==> src/rtl/cfc_pkg.sv <==
package cfc_pkg;
    localparam int CHAR_W = 6;
    localparam int RANK_W = CHAR_W + 2;

    typedef enum logic [1:0] {
        REL_EQ = 2'd0,
        REL_LO = 2'd1,
        REL_HI = 2'd2
    } rel_e;

    typedef enum logic [2:0] {
        ST_IDLE    = 3'd0,
        ST_FETCH_A = 3'd1,
        ST_FETCH_B = 3'd2,
        ST_EVAL    = 3'd3,
        ST_FINISH  = 3'd4
    } state_e;
endpackage

==> src/rtl/cfc_rank.sv <==
module cfc_rank
    import cfc_pkg::*;
(
    input  logic [CHAR_W-1:0] code,
    output logic [RANK_W-1:0] rank
);
    logic [1:0] zone;
    logic [3:0] num;
    logic       num_1_9;

    assign zone    = code[5:4];
    assign num     = code[3:0];
    assign num_1_9 = (num >= 4'd1) && (num <= 4'd9);

    // rank = {class, sub}: class 0 blank, 1 special, 2 letter, 3 digit
    always_comb begin
        if (code == '0) begin
            rank = '0;
        end else if (zone == 2'b00 && (num_1_9 || num == 4'd10)) begin
            rank = {2'd3, 2'b00, (num == 4'd10) ? 4'd0 : num};
        end else if (zone == 2'b11 && num_1_9) begin
            rank = {2'd2, 2'd0, num};
        end else if (zone == 2'b10 && num_1_9) begin
            rank = {2'd2, 2'd1, num};
        end else if (zone == 2'b01 && num >= 4'd2 && num <= 4'd9) begin
            rank = {2'd2, 2'd2, num};
        end else begin
            rank = {2'd1, code};
        end
    end
endmodule

==> src/rtl/cfc_seq.sv <==
module cfc_seq
    import cfc_pkg::*;
#(
    parameter int ADDR_W = 12
) (
    input  logic              clk,
    input  logic              rst_n,
    input  logic              start,
    input  logic              chain,
    input  logic [ADDR_W-1:0] a_units,
    input  logic [ADDR_W-1:0] b_units,
    input  logic [CHAR_W-1:0] rd_char,
    input  logic              rd_wm,
    output logic              rd_en,
    output logic [ADDR_W-1:0] rd_addr,
    output logic              launch,
    output logic              launch_chain,
    output logic              eval,
    output logic              stop,
    output logic              chain_q,
    output logic [CHAR_W-1:0] a_code_q,
    output logic              a_wm_q,
    output logic              busy,
    output logic              done
);
    state_e            state, state_nx;
    logic [ADDR_W-1:0] a_ptr, b_ptr;

    // state register
    always_ff @(posedge clk or negedge rst_n) begin
        if (!rst_n) state <= ST_IDLE;
        else        state <= state_nx;
    end

    // transitions
    always_comb begin
        state_nx = state;
        unique case (state)
            ST_IDLE:    if (start) state_nx = ST_FETCH_A;
            ST_FETCH_A: state_nx = ST_FETCH_B;
            ST_FETCH_B: state_nx = ST_EVAL;
            ST_EVAL:    state_nx = stop ? ST_FINISH : ST_FETCH_A;
            ST_FINISH:  state_nx = ST_IDLE;
            default:    state_nx = ST_IDLE;
        endcase
    end

    // outputs
    always_comb begin
        rd_en        = 1'b0;
        rd_addr      = a_ptr;
        launch       = 1'b0;
        launch_chain = 1'b0;
        eval         = 1'b0;
        stop         = 1'b0;
        busy         = 1'b1;
        done         = 1'b0;
        unique case (state)
            ST_IDLE: begin
                busy         = 1'b0;
                launch       = start;
                launch_chain = start & chain;
            end
            ST_FETCH_A: begin
                rd_en   = 1'b1;
                rd_addr = a_ptr;
            end
            ST_FETCH_B: begin
                rd_en   = 1'b1;
                rd_addr = b_ptr;
            end
            ST_EVAL: begin
                eval = 1'b1;
                stop = rd_wm | a_wm_q;
            end
            ST_FINISH: done = 1'b1;
            default:   busy = 1'b0;
        endcase
    end

    // datapath registers
    always_ff @(posedge clk or negedge rst_n) begin
        if (!rst_n) begin
            a_ptr    <= '0;
            b_ptr    <= '0;
            chain_q  <= 1'b0;
            a_code_q <= '0;
            a_wm_q   <= 1'b0;
        end else begin
            if (launch) begin
                a_ptr   <= a_units;
                b_ptr   <= b_units;
                chain_q <= chain;
            end
            if (state == ST_FETCH_B) begin
                a_code_q <= rd_char;
                a_wm_q   <= rd_wm;
            end
            if (eval && !stop) begin
                a_ptr <= a_ptr - 1'b1;
                b_ptr <= b_ptr - 1'b1;
            end
        end
    end
endmodule

==> src/rtl/cfc_judge.sv <==
module cfc_judge
    import cfc_pkg::*;
(
    input  logic              clk,
    input  logic              rst_n,
    input  logic              launch,
    input  logic              eval,
    input  logic [CHAR_W-1:0] a_code,
    input  logic              a_wm,
    input  logic [CHAR_W-1:0] b_code,
    input  logic              b_wm,
    output rel_e              final_rel
);
    logic [RANK_W-1:0] rank_v [2];
    logic [CHAR_W-1:0] code_v [2];
    rel_e              rel_run, rel_step;

    assign code_v[0] = a_code;
    assign code_v[1] = b_code;

    for (genvar g = 0; g < 2; g++) begin : g_rank
        cfc_rank i_rank (
            .code (code_v[g]),
            .rank (rank_v[g])
        );
    end

    // every differing position overrides: the last scanned (highest order) wins
    always_comb begin
        if (a_code != b_code)
            rel_step = (rank_v[1] > rank_v[0]) ? REL_HI : REL_LO;
        else
            rel_step = rel_run;
        final_rel = (a_wm && !b_wm) ? REL_HI : rel_step;
    end

    always_ff @(posedge clk or negedge rst_n) begin
        if (!rst_n)      rel_run <= REL_EQ;
        else if (launch) rel_run <= REL_EQ;
        else if (eval)   rel_run <= rel_step;
    end
endmodule

==> src/rtl/cfc_ind.sv <==
module cfc_ind
    import cfc_pkg::*;
(
    input  logic clk,
    input  logic rst_n,
    input  logic clr,
    input  logic launch,
    input  logic launch_chain,
    input  logic load,
    input  logic chain_q,
    input  rel_e final_rel,
    output logic ind_equal,
    output logic ind_unequal,
    output logic ind_low,
    output logic ind_high
);
    logic keep_old;
    assign keep_old = chain_q && ind_unequal;

    always_ff @(posedge clk or negedge rst_n) begin
        if (!rst_n) begin
            ind_equal   <= 1'b0;
            ind_unequal <= 1'b0;
            ind_low     <= 1'b0;
            ind_high    <= 1'b0;
        end else if (clr || (launch && !launch_chain)) begin
            ind_equal   <= 1'b0;
            ind_unequal <= 1'b0;
            ind_low     <= 1'b0;
            ind_high    <= 1'b0;
        end else if (load && !keep_old) begin
            ind_equal   <= (final_rel == REL_EQ);
            ind_unequal <= (final_rel != REL_EQ);
            ind_low     <= (final_rel == REL_LO);
            ind_high    <= (final_rel == REL_HI);
        end
    end
endmodule

==> src/rtl/coll_field_cmp.sv <==
module coll_field_cmp
    import cfc_pkg::*;
#(
    parameter int ADDR_W = 12
) (
    input  logic              clk,
    input  logic              rst_n,
    input  logic              start,
    input  logic              chain,
    input  logic [ADDR_W-1:0] a_units,
    input  logic [ADDR_W-1:0] b_units,
    input  logic              clr,
    output logic              rd_en,
    output logic [ADDR_W-1:0] rd_addr,
    input  logic [5:0]        rd_char,
    input  logic              rd_wm,
    output logic              ind_equal,
    output logic              ind_unequal,
    output logic              ind_low,
    output logic              ind_high,
    output logic              busy,
    output logic              done
);
    logic              launch, launch_chain, eval, stop, chain_q, a_wm_q;
    logic [CHAR_W-1:0] a_code_q;
    rel_e              final_rel;

    cfc_seq #(.ADDR_W(ADDR_W)) i_seq (
        .clk          (clk),
        .rst_n        (rst_n),
        .start        (start),
        .chain        (chain),
        .a_units      (a_units),
        .b_units      (b_units),
        .rd_char      (rd_char),
        .rd_wm        (rd_wm),
        .rd_en        (rd_en),
        .rd_addr      (rd_addr),
        .launch       (launch),
        .launch_chain (launch_chain),
        .eval         (eval),
        .stop         (stop),
        .chain_q      (chain_q),
        .a_code_q     (a_code_q),
        .a_wm_q       (a_wm_q),
        .busy         (busy),
        .done         (done)
    );

    cfc_judge i_judge (
        .clk       (clk),
        .rst_n     (rst_n),
        .launch    (launch),
        .eval      (eval),
        .a_code    (a_code_q),
        .a_wm      (a_wm_q),
        .b_code    (rd_char),
        .b_wm      (rd_wm),
        .final_rel (final_rel)
    );

    cfc_ind i_ind (
        .clk          (clk),
        .rst_n        (rst_n),
        .clr          (clr),
        .launch       (launch),
        .launch_chain (launch_chain),
        .load         (stop),
        .chain_q      (chain_q),
        .final_rel    (final_rel),
        .ind_equal    (ind_equal),
        .ind_unequal  (ind_unequal),
        .ind_low      (ind_low),
        .ind_high     (ind_high)
    );
endmodule

==> config.mk <==
export PLATFORM = sky130hd
export DESIGN_NAME = coll_field_cmp
export DESIGN_NICKNAME = d
export VERILOG_FILES = /design/src/rtl/cfc_pkg.sv /design/src/rtl/cfc_rank.sv /design/src/rtl/cfc_seq.sv /design/src/rtl/cfc_judge.sv /design/src/rtl/cfc_ind.sv /design/src/rtl/coll_field_cmp.sv
export SDC_FILE = /design/constraint.sdc
export NUM_CORES = 1
export LEC_CHECK = 0
export BUFFER_PORTS_ARGS = -buffer_cell sky130_fd_sc_hd__buf_2
export CORE_AREA = 3 3 80 82
export DETAILED_ROUTE_END_ITERATION = 7
export DIE_AREA = 0 0 83 85
export HOLD_SLACK_MARGIN = 0.05
export PLACE_DENSITY_LB_ADDON = 0.15
export SYNTH_ARGS = -nofsm -noshare
export SYNTH_HDL_FRONTEND = slang
export SYNTH_HIERARCHICAL = 1
export SYNTH_SLANG_ARGS = --single-unit
export TNS_END_PERCENT = 5
==> constraint.sdc <==
create_clock -name clk -period 3 [get_ports clk]
set_clock_uncertainty 0.1 [all_clocks]
set_input_delay 0.15 -clock clk [delete_from_list [all_inputs] [get_ports clk]]
set_output_delay 0.15 -clock clk [all_outputs]
set_load 0.005 [all_outputs]
==> flow_metrics.py <==
metrics = {
    "run_status": {
        "status": "completed",
    },
    "worst_setup_path": {
        "path_max_fanout": 13,
        "rr_worst_depth": 13,
        "crit_path_start_kind": "flip-flop",
        "critical_path.top_delay_family": "compound AO/OA/AOI/OAI gates",
        "critPathArrivalTime_ns": 2.84,
        "path_cells": "nor2_1, a22oi_1, o32a_1, inv_1, ha_1, o21ai_0, nor2_1, o31a_1, and2_4, a21oi_2, nor2_1, mux2i_1, nor2_1",
        "crit_slowest_cell": "dfrtp_1",
        "critPathLaunch": "i_seq/a_code_q[3]$_DFFE_PN0P_",
        "r2r-start": "i_seq/a_code_q[3]$_DFFE_PN0P_",
        "crit_type": "flip-flop to flip-flop",
        "worst-path-buf-inv": 1,
        "crit_path_frequent_cell": "nor2_1",
        "end_kind": "flip-flop",
        "slowest_delay_ns": 0.52,
        "cp.required_ns": 3.10,
        "cp_num_cells": 13,
    },
    "sta": {
        "slew_viol_final": 0,
        "maxSlewHeadroom_pct": 37.0,
        "post-route-min-period_ns": 2.75,
        "worst_pin_slew_ns": 0.944,
        "fin_ws_ns": 0.254,
        "finalCritPeriodShare_pct": 91.5,
        "hold_viol_final": 0,
        "clock.fmax_mhz": 364,
        "setup_viol": 0,
        "setup_tns_ns": 0,
    },
    "power_and_ir_drop": {
        "power.switching_w": 0.00157,
        "ir_drop_uv": 518,
        "combPwrFrac_pct": 55.1,
        "p_per_area_mw_per_mm2": 986,
        "power_leakage_nw": 1.62,
        "power.share.clock_pct": 12.5,
        "p_total_w": 0.00364,
        "switching_share_pct": 43.1,
        "seq_power_share_pct": 32.4,
        "p_int_w": 0.00207,
    },
    "layout": {
        "most-common-layout-cells": "54 x buf_2, 39 x dfrtp_1, 28 x nor2_1, 25 x dlygate4sd3_1, 22 x inv_1",
        "syn_to_final_growth_pct": 23.3,
        "fin_area_mm2": 0.00369,
        "nets": 454,
        "antenna_cells": 0,
        "num-fill-cells": 519,
        "final_layout_size_suffix_gt1_share_pct": 27.4,
        "final_common_cell": "buf_2",
    },
    "yosys": {
        "async_flop_share_pct": 100,
        "ys_types": 63,
        "synth_compound_area_share_pct": 23.0,
        "synth-adder-area-share_pct": 4.18,
        "postSynthCellCount": 332,
        "synth_simple_gate_area_share_pct": 20.9,
        "ys_seq_elements": 41,
        "seq_area_frac_synth_pct": 34.3,
        "syn-num-nets": 378,
        "synth-edff-count": 0,
        "synth_top_family_by_area": "compound AO/OA/AOI/OAI gates",
        "synth_xor_area_share_pct": 3.51,
        "synthFlopType": "dfrtp_1",
        "synthMuxAreaShare_pct": 8.03,
        "syn_avg_cell_area_um2": 9.01,
        "netlist_area_mm2": 0.00299,
        "yosysWarnings": 6,
    },
    "route": {
        "firstDrtPassIters": 5,
        "wire_per_inst_um": 15.5,
        "vias": 2819,
        "wl_met1_um": 3410,
        "drtIter0Drc": 171,
        "vias_per_cell": 5.82,
        "met3_length_um": 356,
        "drc_errors": 0,
        "dr.max_layer_used": "met4",
        "drt_wl_total_um": 7490,
        "met2_length_um": 3640,
        "detail-route-antenna-nets": 0,
    },
    "worst_hold_path": {
        "min_path_cells": 3,
        "worstHoldStart": "start",
        "hp-class": "primary input to flip-flop",
    },
    "grt": {
        "antenna_found_initial": 0,
        "grt_pass1_vias": 2684,
        "grt_pass1_wl_um": 12900,
        "overflow": 0,
        "grt_usage_pct": 22.2,
        "grt_max_degree": 42,
    },
    "placed_design": {
        "placed_cell_area_mm2": 0.00332,
        "dp_hpwl_um": 5360,
        "io_buffers": 54,
        "pre_cts_slack_ns": 0.193,
        "place_congestion": 0.857,
    },
    "cts": {
        "cts_tree": "yes",
        "htree_levels": 2,
        "numClockSinks": 41,
        "cts_made_buffers": 5,
        "cts.clk_slew.worst_paths_ns": 0.09,
        "clock-root-buffer": "clkbuf_8",
        "worstSkewPairLatency_ns": 0.30,
        "cts.path.max_buffers": 2,
    },
    "floorplan": {
        "die_area_mm2": 0.00706,
        "core_area_mm2": 0.00582,
        "rows": 28,
        "io_pins": 55,
        "die_x_um": 83,
        "die_h_um": 85,
        "start_util_pct": 51.5,
    },
    "run": {
        "drv_cap": 0,
    },
}
power groups by stage:
| stage | logic, W | clock network, W | registers (W) |
|---|---|---|---|
| final | 0.00200 | 0.000454 | 0.00118 |
| after global placement | 0.00193 | 0 | 0.00117 |
| after detailed placement | 0.00197 | 0 | 0.00117 |
| after global routing | 0.00225 | 0.000499 | 0.00123 |
| after CTS | 0.00200 | 0.000471 | 0.00117 |
| after floorplan | 0.00155 | 0 | 0.00104 |
flip-flops by register name, indices dropped and copies added, names as in the netlist:
signal and flops:
i_ind/ind_equal 1, i_ind/ind_high 1, i_ind/ind_low 1, i_ind/ind_unequal 1
i_judge/rel_run 2, i_seq/a_code_q 6, i_seq/a_ptr 12, i_seq/a_wm_q 1
i_seq/b_ptr 12, i_seq/chain_q 1, i_seq/state 3
logic make-up (layout without fill, tap and decap cells):
family / after synthesis / after routing
flops: 41 / 41
mux: 21 / 21
buf+inv: 40 / 117
simple gates: 114 / 114
compound gates: 94 / 94
xor+xnor: 12 / 12
fa+ha+maj: 10 / 10
final timing paths:
path	slack (ns)	end
setup reg to reg	0.25	i_ind/ind_equal$_DFFE_PN0P_
hold / removal	0.07	i_seq/state[0]$_DFFE_PN0P_
setup / recovery	0.25	i_ind/ind_equal$_DFFE_PN0P_
max in group asynchronous	1.73	i_seq/a_code_q[5]$_DFFE_PN0P_
min in group asynchronous	0.43	i_seq/a_code_q[0]$_DFFE_PN0P_
hold reg to reg	0.42	i_seq/b_ptr[10]$_DFFE_PN0P_
worst min-delay path, stage by stage:
cell      delay [ns]
buf_2           0.09
o21bai_1        0.05
a21oi_1         0.13
metrics by stage:
stage	std cells	hold slack [ns]	util, %
2_1_floorplan	332	-0.246	-
3_3_place_gp	451	0.261	57.1
3_5_place_dp	451	0.265	57.1
4_1_cts	484	0.0603	63.3
5_1_grt	484	0.0832	63.4
6_report	484	0.0670	63.4
repair_timing:
| item | CTS | global route |
|---|---|---|
| gates resized for setup | 0 | 3 |
| hold endpoints to repair | 66 | 0 |
| endpoints found under the setup margin | 0 | 4 |
| hold buffers | 25 | 0 |
| buffers inserted | 0 | 0 |
per-layer routing:
metal,vias up,track usage [%]
li1,1386,-
met1,1341,29.2
met2,82,37.5
met3,10,3.98
met4,0,6.69
met5,-,0
area by class of cell:
class	instances	area, µm²	area share, %
multi-input cells	251	1790	48.6
flip-flops and latches	41	1030	27.9
well taps	75	93.8	2.54
inverters	23	86.3	2.34
clock buffers	5	68.8	1.87
clock inverters	3	46.3	1.25
repair buffers	86	573	15.5
cells in the mapped netlist (all sizes together), types with 5 or more instances:
| master | n | area (µm²) |
|---|---|---|
| a21oi | 17 | 92.6 |
| nand2 | 20 | 75.1 |
| o211ai | 8 | 60.1 |
| a31oi | 6 | 37.5 |
| o21ai | 12 | 60.1 |
| xor2 | 6 | 52.6 |
| nand3 | 13 | 70.1 |
| nor3 | 9 | 45.0 |
| a22oi | 5 | 37.5 |
| a21o | 6 | 45.0 |
| dfrtp | 41 | 1030 |
| nor2 | 30 | 118 |
| xnor2 | 6 | 52.6 |
| nand3b | 5 | 37.5 |
| buf | 8 | 62.6 |
| o22ai | 6 | 37.5 |
| or4 | 7 | 63.8 |
| mux2 | 18 | 210 |
| clkbuf | 9 | 33.8 |
| ha | 10 | 125 |
| inv | 23 | 86.3 |
| a21boi | 7 | 63.8 |
Note: power is estimated with default switching activity, not from simulation.
